[config.mk]
export PLATFORM = sky130hd
export DESIGN_NAME = wb_upsizer
export DESIGN_NICKNAME = d
export VERILOG_FILES = /design/src/rtl/wb_upsz_pkg.sv /design/src/rtl/wb_upsz_lane_dec.sv /design/src/rtl/wb_upsz_wr_steer.sv /design/src/rtl/wb_upsz_rd_merge.sv /design/src/rtl/wb_upsz_resp_merge.sv /design/src/rtl/wb_upsizer.sv
export SDC_FILE = /design/constraint.sdc
export NUM_CORES = 1
export LEC_CHECK = 0
export BUFFER_PORTS_ARGS = -buffer_cell sky130_fd_sc_hd__buf_2
export CAP_MARGIN = 20
export CORE_MARGIN = 10
export CORE_UTILIZATION = 26
export DETAILED_ROUTE_END_ITERATION = 6
export PLACE_DENSITY = 0.95
export SYNTH_ARGS = -nofsm -noshare
export SYNTH_HDL_FRONTEND = slang
export SYNTH_SLANG_ARGS = --single-unit
[constraint.sdc]
create_clock -name vclk -period 1.15
set_clock_uncertainty 0.15 [all_clocks]
set_input_delay 0 -clock vclk [all_inputs]
set_output_delay 0 -clock vclk [all_outputs]
set_load 0.1 [all_outputs]
[src/rtl/wb_upsz_pkg.sv]
package wb_upsz_pkg;
  localparam int RESP_N   = 3;
  localparam int RESP_ACK = 0;
  localparam int RESP_RTY = 1;
  localparam int RESP_ERR = 2;

  function automatic int lane_bits(input int m_dw, input int s_dw);
    return $clog2(s_dw / m_dw);
  endfunction
endpackage

[src/rtl/wb_upsz_lane_dec.sv]
module wb_upsz_lane_dec #(
  parameter int M_AW       = 16,
  parameter int RATIO      = 2,
  parameter bit BIG_ENDIAN = 1'b0,
  localparam int LANE_W    = $clog2(RATIO)
) (
  input  logic [M_AW-1:0]        adr_i,
  output logic [RATIO-1:0]       lane_oh_o,
  output logic [M_AW-LANE_W-1:0] slv_adr_o
);
  logic [LANE_W-1:0] low;
  logic [LANE_W-1:0] idx;

  assign low       = adr_i[LANE_W-1:0];
  assign slv_adr_o = adr_i[M_AW-1:LANE_W];

  // RATIO is a power of two, so RATIO-1-low is the bitwise inverse
  generate
    if (BIG_ENDIAN) begin : g_be
      assign idx = ~low;
    end else begin : g_le
      assign idx = low;
    end
  endgenerate

  generate
    for (genvar g = 0; g < RATIO; g++) begin : g_oh
      assign lane_oh_o[g] = (idx == LANE_W'(g));
    end
  endgenerate
endmodule

[src/rtl/wb_upsz_wr_steer.sv]
module wb_upsz_wr_steer #(
  parameter int M_DW  = 8,
  parameter int RATIO = 2,
  localparam int MSW  = M_DW / 8
) (
  input  logic [M_DW-1:0]        dat_i,
  input  logic [MSW-1:0]         sel_i,
  input  logic [RATIO-1:0]       lane_oh_i,
  output logic [RATIO*M_DW-1:0]  dat_o,
  output logic [RATIO*MSW-1:0]   sel_o
);
  generate
    for (genvar g = 0; g < RATIO; g++) begin : g_lane
      assign dat_o[g*M_DW +: M_DW] = dat_i;
      assign sel_o[g*MSW +: MSW]   = lane_oh_i[g] ? sel_i : '0;
    end
  endgenerate
endmodule

[src/rtl/wb_upsz_rd_merge.sv]
module wb_upsz_rd_merge #(
  parameter int M_DW  = 8,
  parameter int RATIO = 2
) (
  input  logic [RATIO*M_DW-1:0] s_dat_i,
  input  logic [RATIO-1:0]      lane_oh_i,
  input  logic                  hit_i,
  input  logic [M_DW-1:0]       chain_i,
  output logic [M_DW-1:0]       dat_o
);
  logic [M_DW-1:0] part [RATIO];

  // AND-OR mux: one-hot lane keeps depth at log2(RATIO)+2
  generate
    for (genvar g = 0; g < RATIO; g++) begin : g_part
      assign part[g] = s_dat_i[g*M_DW +: M_DW] & {M_DW{lane_oh_i[g] & hit_i}};
    end
  endgenerate

  always_comb begin
    dat_o = chain_i;
    for (int k = 0; k < RATIO; k++) dat_o |= part[k];
  end
endmodule

[src/rtl/wb_upsz_resp_merge.sv]
module wb_upsz_resp_merge
  import wb_upsz_pkg::*;
(
  input  logic              cyc_i,
  input  logic              stb_i,
  input  logic [RESP_N-1:0] slv_i,
  input  logic [RESP_N-1:0] chain_i,
  output logic [RESP_N-1:0] resp_o
);
  logic sel;
  assign sel = cyc_i & stb_i;

  generate
    for (genvar g = 0; g < RESP_N; g++) begin : g_resp
      assign resp_o[g] = (slv_i[g] & sel) | chain_i[g];
    end
  endgenerate
endmodule

[src/rtl/wb_upsizer.sv]
module wb_upsizer
  import wb_upsz_pkg::*;
#(
  parameter int M_DW       = 8,
  parameter int S_DW       = 16,
  parameter int M_AW       = 16,
  parameter bit BIG_ENDIAN = 1'b0,
  localparam int RATIO     = S_DW / M_DW,
  localparam int LANE_W    = $clog2(RATIO),
  localparam int MSW       = M_DW / 8,
  localparam int SSW       = S_DW / 8,
  localparam int S_AW      = M_AW - LANE_W
) (
  input  logic            m_cyc_i,
  input  logic            m_stb_i,
  input  logic            m_we_i,
  input  logic [M_AW-1:0] m_adr_i,
  input  logic [MSW-1:0]  m_sel_i,
  input  logic [M_DW-1:0] m_dat_i,
  output logic [M_DW-1:0] m_dat_o,
  output logic            m_ack_o,
  output logic            m_rty_o,
  output logic            m_err_o,
  input  logic            m_ack_chain_i,
  input  logic            m_rty_chain_i,
  input  logic            m_err_chain_i,
  input  logic [M_DW-1:0] m_dat_chain_i,
  output logic            s_cyc_o,
  output logic            s_stb_o,
  output logic            s_we_o,
  output logic [S_AW-1:0] s_adr_o,
  output logic [SSW-1:0]  s_sel_o,
  output logic [S_DW-1:0] s_dat_o,
  input  logic [S_DW-1:0] s_dat_i,
  input  logic            s_ack_i,
  input  logic            s_rty_i,
  input  logic            s_err_i
);
  logic [RATIO-1:0]  lane_oh;
  logic [RESP_N-1:0] slv_resp;
  logic [RESP_N-1:0] chain_resp;
  logic [RESP_N-1:0] m_resp;

  assign s_cyc_o = m_cyc_i;
  assign s_stb_o = m_stb_i;
  assign s_we_o  = m_we_i;

  wb_upsz_lane_dec #(
    .M_AW(M_AW), .RATIO(RATIO), .BIG_ENDIAN(BIG_ENDIAN)
  ) u_lane_dec (
    .adr_i(m_adr_i), .lane_oh_o(lane_oh), .slv_adr_o(s_adr_o)
  );

  wb_upsz_wr_steer #(
    .M_DW(M_DW), .RATIO(RATIO)
  ) u_wr_steer (
    .dat_i(m_dat_i), .sel_i(m_sel_i), .lane_oh_i(lane_oh),
    .dat_o(s_dat_o), .sel_o(s_sel_o)
  );

  wb_upsz_rd_merge #(
    .M_DW(M_DW), .RATIO(RATIO)
  ) u_rd_merge (
    .s_dat_i(s_dat_i), .lane_oh_i(lane_oh),
    .hit_i(m_cyc_i & m_stb_i & s_ack_i),
    .chain_i(m_dat_chain_i), .dat_o(m_dat_o)
  );

  assign slv_resp[RESP_ACK]   = s_ack_i;
  assign slv_resp[RESP_RTY]   = s_rty_i;
  assign slv_resp[RESP_ERR]   = s_err_i;
  assign chain_resp[RESP_ACK] = m_ack_chain_i;
  assign chain_resp[RESP_RTY] = m_rty_chain_i;
  assign chain_resp[RESP_ERR] = m_err_chain_i;

  wb_upsz_resp_merge u_resp_merge (
    .cyc_i(m_cyc_i), .stb_i(m_stb_i),
    .slv_i(slv_resp), .chain_i(chain_resp), .resp_o(m_resp)
  );

  assign m_ack_o = m_resp[RESP_ACK];
  assign m_rty_o = m_resp[RESP_RTY];
  assign m_err_o = m_resp[RESP_ERR];
endmodule

; After elaboration in Yosys (flattened, before gate mapping)
; Index checks and enable logic that the tools add are counted.
[word_totals]
ff_bits = 0
in_bits = 58
word_cells = 16
out_inout_bits = 47
[classes]
n_mux = 2
n_bitwise = 14
[ops]
columns = op, count
row1 = AND 8 bit, 2
row2 = OR 8 bit, 2
row3 = AND 1 bit, 6
row4 = OR 1 bit, 3
row5 = 2-to-1 mux 1 bit, 2
row6 = NOT 1 bit, 1

; Longest topological paths before layout
; Gate-level depths: netlist of run 1.
[logic_depth]
depth_word = 6
depth_mapped = 3
mapped_depth_nobuf = 2

; By module
; From an unflattened synthesis of run 1, not the netlist that was laid out.
[unflattened]
hier_cells = 61
area_unflattened_um2 = 467.9
[by_module_without_submodules]
columns = mod, area_each_um2, seq_area_each_um2, instances, cells_each
row1 = wb_upsz_rd_merge, 156.4, 0.0, 1, 19
row2 = wb_upsz_wr_steer, 132.6, 0.0, 1, 18
row3 = wb_upsz_lane_dec, 123.9, 0.0, 1, 17
row4 = wb_upsizer, 28.8, 0.0, 1, 4
row5 = wb_upsz_resp_merge, 26.3, 0.0, 1, 3

; Least setup slack after synthesis of run 1
; OpenSTA, ideal clock, no wires.
[synth_timing]
kind = input port to output port
from = input port m_adr_i[0]
to = output port m_dat_o[0]
stages = 3
setup_slack_ps = -649
n_path_buf = 1
t_required_ps = 1000
arrival_time_ps = 1649
cell_sequence = buf_6 mux2i_1 o21bai_1
[synth_via]
elab_chain_cells = 5
word_cells_on_any_way = 7
classes_between = bitwise: 7
[synth_lines]
columns = item, line
row1 = start: declaration, wb_upsizer.sv:17  ; input logic [M_AW-1:0] m_adr_i,
row2 = NOT 1 bit, wb_upsz_lane_dec.sv:28  ; assign lane_oh_o[g] = (idx == LANE_W'(g));
row3 = AND 1 bit, wb_upsz_rd_merge.sv:16  ; assign part[g] = s_dat_i[g*M_DW +: M_DW] & {M_DW{lane_oh_i[g] & hit_i}};
row4 = AND 8 bit, wb_upsz_rd_merge.sv:16
row5 = OR 8 bit, wb_upsz_rd_merge.sv:22  ; for (int k = 0; k < RATIO; k++) dat_o |= part[k];
row6 = OR 8 bit (*), wb_upsz_rd_merge.sv:22
row7 = end: declaration, wb_upsizer.sv:20  ; output logic [M_DW-1:0] m_dat_o,
; Every way passes the cells marked *; elsewhere a longest branch is shown, timed or not.

; Worst setup path in the final report of run 1
[layout_timing]
from = input port m_stb_i
to = output port m_dat_o[5]
[layout_via]
elab_chain_cells = 6
word_cells_on_any_way = 8
classes_between = bitwise: 8
[layout_lines]
columns = item, line
row1 = start: declaration, wb_upsizer.sv:15  ; input logic m_stb_i,
row2 = AND 1 bit (*) (2 in a row), wb_upsizer.sv:65  ; .hit_i(m_cyc_i & m_stb_i & s_ack_i),
row3 = AND 1 bit, wb_upsz_rd_merge.sv:16
row4 = AND 8 bit, wb_upsz_rd_merge.sv:16
row5 = OR 8 bit, wb_upsz_rd_merge.sv:22
row6 = OR 8 bit (*), wb_upsz_rd_merge.sv:22
; Marks and branches as above.

==> reports/summary.txt, run 1 <==
post-cts sizing count: 0
Yosys warning count: 0
vias in the first global route: 479
Slew @ Worst Pin: 498 ps
CP max FO: 9
min-delay worst type: input pin to primary output
Syn Inst Count: 57
Die H: 61.9 µm
Tmin final: 1020 ps
DIE AREA: 3830 µm²
hold_ws: -150 ps
number of antenna diodes: 0
Setup Fix Bufs, Post-CTS: 0
# clk buffers: 0
clock power share: 0
RePlAce Congestion: 0.610
failing checks: hold timing
hold_buf cts: 8
CP required: 1000 ps
ranking of synthesized cells by area: buf_4, mux2i_1, o21bai_1
relative slew slack: 0.670
# IOs: 105
unrepaired setup endpoints after global routing: no
Comb pwr share: 1.000
max-slew violation count: 0
DR WL/cell: 19.7 µm
worst vdd ir: 386 µV
max-cap violation count: 0
Die W: 61.9 µm
largest net degree at the start of global routing: 11
mapped cell area: 457 µm²
post-synthesis sequential area ratio: 0
# rows: 15
final hold vios: 16
crit path from: m_stb_i
PD cells: 938 nW/µm²
Sw Pwr: 546 µW
DRT Pass-1 Iters: 2
top cell type's share of synthesized area: 0.559
antenna violations before repair: 0
layout cells sized above 1: 0.886
syn_nets: 115
outcome: complete, but fails checks
crit share post-route: 0.884
final worst slack: 133 ps
crit path DAT: 870 ps
Post-Syn Area per Cell: 8.01 µm²
switching part of the total: 0.690
Leak: 0.000441 µW
Layout area overhead: 84.4%
Yosys cell types: 9
crit start category: input pin
DRT Wirelength: 1.89 mm
worst slack, placed: 109 ps
Initial Utilization: 0.270
Int Power: 245 µW
crit path kind: input pin to primary output
critical path endpoint category: primary output
share of total power in sequential cells: 0
Max Fclk: 983 MHz
Vias/cell: 4.69
largest area contributor in the netlist: buf_4
nets@finish: 139
Post-route DRC: 0
Final setup viols: 0
vias: 450
First DRT Iteration DRCs: 22
core box area: 1690 µm²
GRT Resource Usage Total: 0.0803
seq_cells: 0
ANT nets after route: 0
first-pass GRT wire length: 2.44 mm
GRT overflow: 0
Min-Delay Startpoint: m_adr_i[9]
register area: 0 µm²
port bufs: 49
## layout make-up
| type | instances | area [µm²] |
|---|---|---|
| multi-input combinational | 22 | 220 |
| timing repair buffer | 57 | 601 |
| tap | 17 | 21.3 |
| fill | 144 | 847 |
## metal layers
layer,GRT usage,vias up,routed length (µm)
met5,0,-,0
met4,0.0159,0,19
met3,0.0508,6,355
met2,0.149,50,988
met1,0.0719,193,524
li1,-,201,-
## through the flow
step / std cells / cell area, µm² / setup TNS [ps] / utilization / total power, µW
finish: 96 / 842 / 0 / 0.499 / 790
global placement: 88 / 682 / 0 / 0.404 / 501
CTS: 96 / 842 / 0 / 0.499 / 796
global route: 96 / 842 / 0 / 0.499 / 812
floorplan: 57 / 487 / -719 / - / 836
detailed placement: 88 / 682 / 0 / 0.404 / 508
## cell usage after synthesis, drive strengths merged
cell and n:
mux2i 8, and2 1, nand3 1, a31o 2, and2b 1, buf 35
nand2b 1, o21bai 8
## power by group through the flow
stage	Clock, µW	Combinational [µW]	Sequential, µW
global route	0	812	0
floorplan	0	836	0
finish	0	790	0
detailed placement	0	508	0
CTS	0	796	0
global placement	0	501	0
## critical path, cell delays in order
cell,delay [ps]
buf_2,120
nand3_2,260
o21bai_2,280
buf_12,200
## final timing paths
path / to / slack [ps] / depth (start not counted)
worst max-delay path: m_dat_o[5] / 130 / 4
worst min-delay path: s_adr_o[8] / -150 / 0
## cells in the final DEF (no fill, tap or decap), drive strengths merged
cell    count
and2        1
buf        57
o21bai      8
nand3       1
mux2i       8
nand2b      1
a31o        2
and2b       1
## logic make-up (layout without fill, tap and decap cells)
| logic type | Yosys count | after routing | share of synthesized area |
|---|---|---|---|
| AO/OA/AOI/OAI | 10 | 10 | 0.170 |
| AND/OR/NAND/NOR | 4 | 4 | 0.0713 |
| buffers and inverters | 35 | 57 | 0.584 |
| multiplexers | 8 | 8 | 0.175 |
(Power assumes the default switching activity.)
==> run 2, diff against run 1 <==
--- a/config.mk
+++ b/config.mk
@@ -8,9 +8,9 @@
 export BUFFER_PORTS_ARGS = -buffer_cell sky130_fd_sc_hd__buf_2
 export CAP_MARGIN = 20
 export CORE_MARGIN = 10
-export CORE_UTILIZATION = 26
+export CORE_UTILIZATION = 24
 export DETAILED_ROUTE_END_ITERATION = 6
-export PLACE_DENSITY = 0.95
+export PLACE_DENSITY = 0.9
 export SYNTH_ARGS = -nofsm -noshare
 export SYNTH_HDL_FRONTEND = slang
 export SYNTH_SLANG_ARGS = --single-unit
==> constraint.sdc (replaced) <==
create_clock -name vclk -period 1
set_clock_uncertainty 0.15 [all_clocks]
set_input_delay 0 -clock vclk [all_inputs]
set_output_delay 0 -clock vclk [all_outputs]
set_load 0.1 [all_outputs]
==> reports/summary.txt, run 2 (synthesis gave the netlist of run 1 again) <==
CP peak stage delay: 250 ps (was 280 ps)
port bufs: 49 (unchanged)
worst vdd ir: 578 µV (was 386 µV)
Vias/cell: 4.24 (was 4.69)
Final setup viols: 0 (unchanged)
DRT Wirelength: 2.07 mm (was 1.89 mm)
# IOs: 105 (unchanged)
CP max FO: 10 (was 9)
relative slew slack: 0.876 (was 0.670)
most frequent cells in the layout: buf_2, buf_12, mux2i_1, o21bai_2 (was buf_2, buf_12, mux2i_1, o21bai_2, a31o_2)
PD cells: 1030 nW/µm² (was 938 nW/µm²)
hold_ws: -150 ps (about the same)
Tmin final: 893 ps
max-slew violation count: 0 (unchanged)
setup tns final: 0 ps (unchanged)
Die H: 63.6 µm (was 61.9 µm)
ANT nets after route: 0 (unchanged)
unrepaired setup endpoints after global routing: no (unchanged)
CP delay by family, top: buffers and inverters (unchanged)
Min-Delay Startpoint: m_adr_i[14] (was m_adr_i[9])
layout cells sized above 1: 0.889 (was 0.886)
min-delay worst type: input pin to primary output (unchanged)
antenna violations before repair: 0 (unchanged)
First DRT Iteration DRCs: 1 (was 22)
crit share post-route: 0.893
crit path kind: input pin to primary output (unchanged)
worst slack, placed: 2.30 ps (was 109 ps)
RePlAce Congestion: 0.664 (was 0.610)
GRT overflow: 0 (unchanged)
outcome: complete, but fails checks (unchanged)
max-cap violation count: 0 (unchanged)
DIE AREA: 4050 µm² (was 3830 µm²)
DRT Pass-1 Iters: 2 (unchanged)
register area: 0 µm² (unchanged)
DR WL/cell: 19.5 µm (was 19.7 µm)
critical-path cell list: clkbuf_4 -> mux2i_1 -> o21bai_2 -> buf_12 (was buf_2 -> nand3_2 -> o21bai_2 -> buf_12)
nets@finish: 141 (was 139)
Post-Place Cell Area: 737 µm² (was 682 µm²)
crit path from: m_adr_i[0] (was m_stb_i)
crit start category: input pin (unchanged)
final instance area: 907 µm² (was 842 µm²)
final hold vios: 16 (unchanged)
final worst slack: 107 ps (was 133 ps)
Power Total: 936 µW (was 790 µW)
hold_buf cts: 8 (unchanged)
crit path DAT: 740 ps (was 870 ps)
Slew @ Worst Pin: 181 ps (was 498 ps)
Post-route DRC: 0 (unchanged)
CP required: 850 ps (was 1000 ps)
largest net degree at the start of global routing: 11 (unchanged)
Leak: 0.000463 µW (was 0.000441 µW)
# clk buffers: 0 (unchanged)
most common cell after layout, fill and taps aside: buf_2 (unchanged)
first-pass GRT wire length: 3.11 mm (was 2.44 mm)
critical path endpoint category: primary output (unchanged)
Initial Utilization: 0.259 (was 0.270)
Die W: 63.6 µm (was 61.9 µm)
number of antenna diodes: 0 (unchanged)
GRT Resource Usage Total: 0.0929 (was 0.0803)
failing checks: hold timing (unchanged)
vias: 449 (was 450)
vias in the first global route: 577 (was 479)
Critical path buffers and inverters: 2 (unchanged)
Max Fclk: 1120 MHz
seq_cells: 0 (unchanged)
core box area: 1760 µm² (was 1690 µm²)
# rows: 15 (unchanged)
highest-delay cell along the critical path: mux2i_1 (was o21bai_2)
Layout area overhead: 98.6% (was 84.4%)
[run 2: cell count changes in the layout (fill, tap and decap cells not counted)]
cell / delta
nand3_4: +1
buf_2: -3
buf_4: +2
nand3_2: -1
buf_12: +2
clkbuf_4: +1
[run 2: through the flow]
stage          hold WS [ps]  instances  utilization
2_1_floorplan          61.5         57            -
3_3_place_gp           -149         98        0.418
3_5_place_dp           -149         98        0.418
4_1_cts                -149        106        0.513
5_1_grt                -150        106        0.514
6_report               -150        106        0.514
[run 2: where the power goes]
part	internal (µW)	switching (µW)
Clock	0	0
Sequential	0	0
Combinational	302	634
[run 2: metal layers]
metal / routed length, µm / GRT usage / up-vias
met5: 0 / 0 / -
met4: 0 / 0 / 0
met3: 225 / 0.0442 / 0
met2: 1290 / 0.207 / 42
met1: 556 / 0.0709 / 201
li1: - / - / 206
[run 2: worst paths after layout]
check | slack, ps | endpoint | cells after the start
worst max-delay path | 110 | m_dat_o[1] | 4
worst min-delay path | -150 | s_adr_o[13] | 0
[run 2: cell type report]
| cell class | count | area, µm² |
|---|---|---|
| Timing Repair Buffer | 59 | 648 |
| Fill cell | 172 | 857 |
| Tap cell | 25 | 31.3 |
| Multi-Input combinational cell | 22 | 228 |
[run 2: repair_timing]
action / CTS / global route
buffers inserted: 0 / 0
setup endpoints to repair: 2 / 1
endpoints found under the hold margin: 32 / 16
pin swaps: 0 / 0
gates resized for setup: 1 / 1
==> run 3, diff against run 2 <==
--- a/config.mk
+++ b/config.mk
@@ -6,11 +6,12 @@
 export NUM_CORES = 1
 export LEC_CHECK = 0
 export BUFFER_PORTS_ARGS = -buffer_cell sky130_fd_sc_hd__buf_2
-export CAP_MARGIN = 20
 export CORE_MARGIN = 10
 export CORE_UTILIZATION = 24
 export DETAILED_ROUTE_END_ITERATION = 6
+export GPL_TIMING_DRIVEN = 0
 export PLACE_DENSITY = 0.9
+export SETUP_SLACK_MARGIN = 0.4
 export SYNTH_ARGS = -nofsm -noshare
 export SYNTH_HDL_FRONTEND = slang
 export SYNTH_SLANG_ARGS = --single-unit
==> reports/summary.txt, run 3 (synthesis gave the netlist of run 1 again) <==
RePlAce Congestion: 0.669 (was 0.664)
met1 Use GR: 0.130 (was 0.0709)
clock power share: 0 (about the same)
# clk buffers: 0 (unchanged)
Die H: 63.6 µm (unchanged)
Vias/cell: 4.19 (was 4.24)
antenna violations before repair: 0 (unchanged)
CP max FO: 5 (was 10)
DRT Pass-1 Iters: 4 (was 2)
Layout area overhead: 233% (was 98.6%)
global routing's busiest layer: met2 (unchanged)
largest net degree at the start of global routing: 9 (was 11)
Post-Layout Cell Count: 166 (was 106)
Slew @ Worst Pin: 298 ps (was 181 ps)
layout cells sized above 1: 1.00 (was 0.889)
First DRT Iteration DRCs: 8 (was 1)
share of total power in sequential cells: 0 (about the same)
Sw Pwr: 978 µW (was 634 µW)
port bufs: 80 (was 49)
GR met2 Demand/Resource: 0.356 (was 0.207)
# IOs: 105 (unchanged)
most frequent cells in the layout: buf_4, buf_2, buf_12 (was buf_2, buf_12, mux2i_1, o21bai_2)
worst vdd ir: 769 µV (was 578 µV)
relative slew slack: 0.803 (was 0.876)
GRT Resource Usage Total: 0.163 (was 0.0929)
Max Fclk: 1200 MHz (was 1120 MHz)
switching part of the total: 0.662 (was 0.677)
vias in the first global route: 903 (was 577)
Int Power: 499 µW (was 302 µW)
first-pass GRT wire length: 5.29 mm (was 3.11 mm)
max-cap violation count: 0 (unchanged)
Tmin final: 835 ps (was 893 ps)
final hold vios: 0 (was 16)
number of antenna diodes: 0 (unchanged)
critical-path cell list: buf_16 -> mux2i_4 -> o21bai_4 -> buf_12 (was clkbuf_4 -> mux2i_1 -> o21bai_2 -> buf_12)
Initial Utilization: 0.259 (unchanged)
CP peak stage delay: 190 ps (was 250 ps)
GR Util met3: 0.0636 (was 0.0442)
DIE AREA: 4050 µm² (unchanged)
DR WL/cell: 20.6 µm (was 19.5 µm)
most common cell after layout, fill and taps aside: buf_4 (was buf_2)
Leak: 0.000761 µW (was 0.000463 µW)
max-slew violation count: 0 (unchanged)
dpl hpwl: 2.40 mm
Placed Cells: 162 (was 98)
core box area: 1760 µm² (unchanged)
nets@finish: 201 (was 141)
PD cells: 970 nW/µm² (was 1030 nW/µm²)
final worst slack: 165 ps (was 107 ps)
end of the critical path: m_dat_o[0] (was m_dat_o[1])
DRT Wirelength: 3.42 mm (was 2.07 mm)
GRT overflow: 0 (unchanged)
min-delay worst type: input pin to primary output (unchanged)
worst slack, placed: -217 ps (was 2.30 ps)
critical path endpoint category: primary output (unchanged)
vias: 696 (was 449)
unrepaired setup endpoints after global routing: yes (was no)
hold_buf cts: 0 (was 8)
# rows: 15 (unchanged)
seq_cells: 0 (unchanged)
Die W: 63.6 µm (unchanged)
outcome: completed (was complete, but fails checks)
crit path from: m_adr_i[0] (unchanged)
highest-delay cell along the critical path: mux2i_4 (was mux2i_1)
CP required: 850 ps (about the same)
Comb pwr share: 1.000 (about the same)
crit path kind: input pin to primary output (unchanged)
Post-route DRC: 0 (unchanged)
ANT nets after route: 0 (unchanged)
Final setup viols: 0 (unchanged)
register area: 0 µm² (unchanged)
crit share post-route: 0.835 (was 0.893)
crit path DAT: 680 ps (was 740 ps)
crit start category: input pin (unchanged)
run 3: worst min-delay path by stage:
| stage | start | endpoint | slack, ps | cells after the start |
|---|---|---|---|---|
| finish | m_adr_i[1] | s_adr_o[0] | 180 | 2 |
| floorplan | m_adr_i[1] | s_adr_o[0] | 60 | 1 |
| detailed placement | m_dat_i[0] | s_dat_o[8] | 240 | 2 |
| global placement | m_dat_i[5] | s_dat_o[13] | 240 | 2 |
| global route | m_adr_i[5] | s_adr_o[4] | 180 | 2 |
| CTS | m_dat_i[7] | s_dat_o[7] | 180 | 2 |
run 3: metrics by stage:
step,area [µm²],setup TNS [ps],hold slack [ps],total power [µW],utilization
6_report,1520,0,178,1480,0.863
2_1_floorplan,589,0,61.5,1010,-
3_5_place_dp,1020,-1830,237,1190,0.579
5_1_grt,1520,0,183,1520,0.863
4_1_cts,1520,0,178,1470,0.861
3_3_place_gp,1020,-1640,236,1180,0.579
run 3: critical path: cells and delay by family:
kind	cells	cell delay [ps]
muxes	1	190
AOI/OAI and AO/OA	1	170
buffers and inverters	2	320
run 3: repair_timing:
action	4_1_cts	5_1_grt
buffers inserted	3	0
gates cloned	1	0
pin swaps	10	8
resized for setup	116	1
setup endpoints to repair	47	13
run 3: power by group through the flow:
stage                     Sequential, µW  Clock, µW  Combinational, µW
after CTS                              0          0               1470
final                                  0          0               1480
after floorplan                        0          0               1010
after global placement                 0          0               1180
after global routing                   0          0               1520
after detailed placement               0          0               1190
run 3: metal layers:
layer | part of all wire | wire, µm
met1 | 0.26 | 873
met2 | 0.62 | 2130
met3 | 0.11 | 379
met4 | 0.011 | 36
met5 | 0 | 0
run 3: layout make-up:
class | count | area, µm²
timing repair buffer | 84 | 793
multi-input combinational | 22 | 415
buffer | 35 | 283
fill | 98 | 241
tap | 25 | 31.3
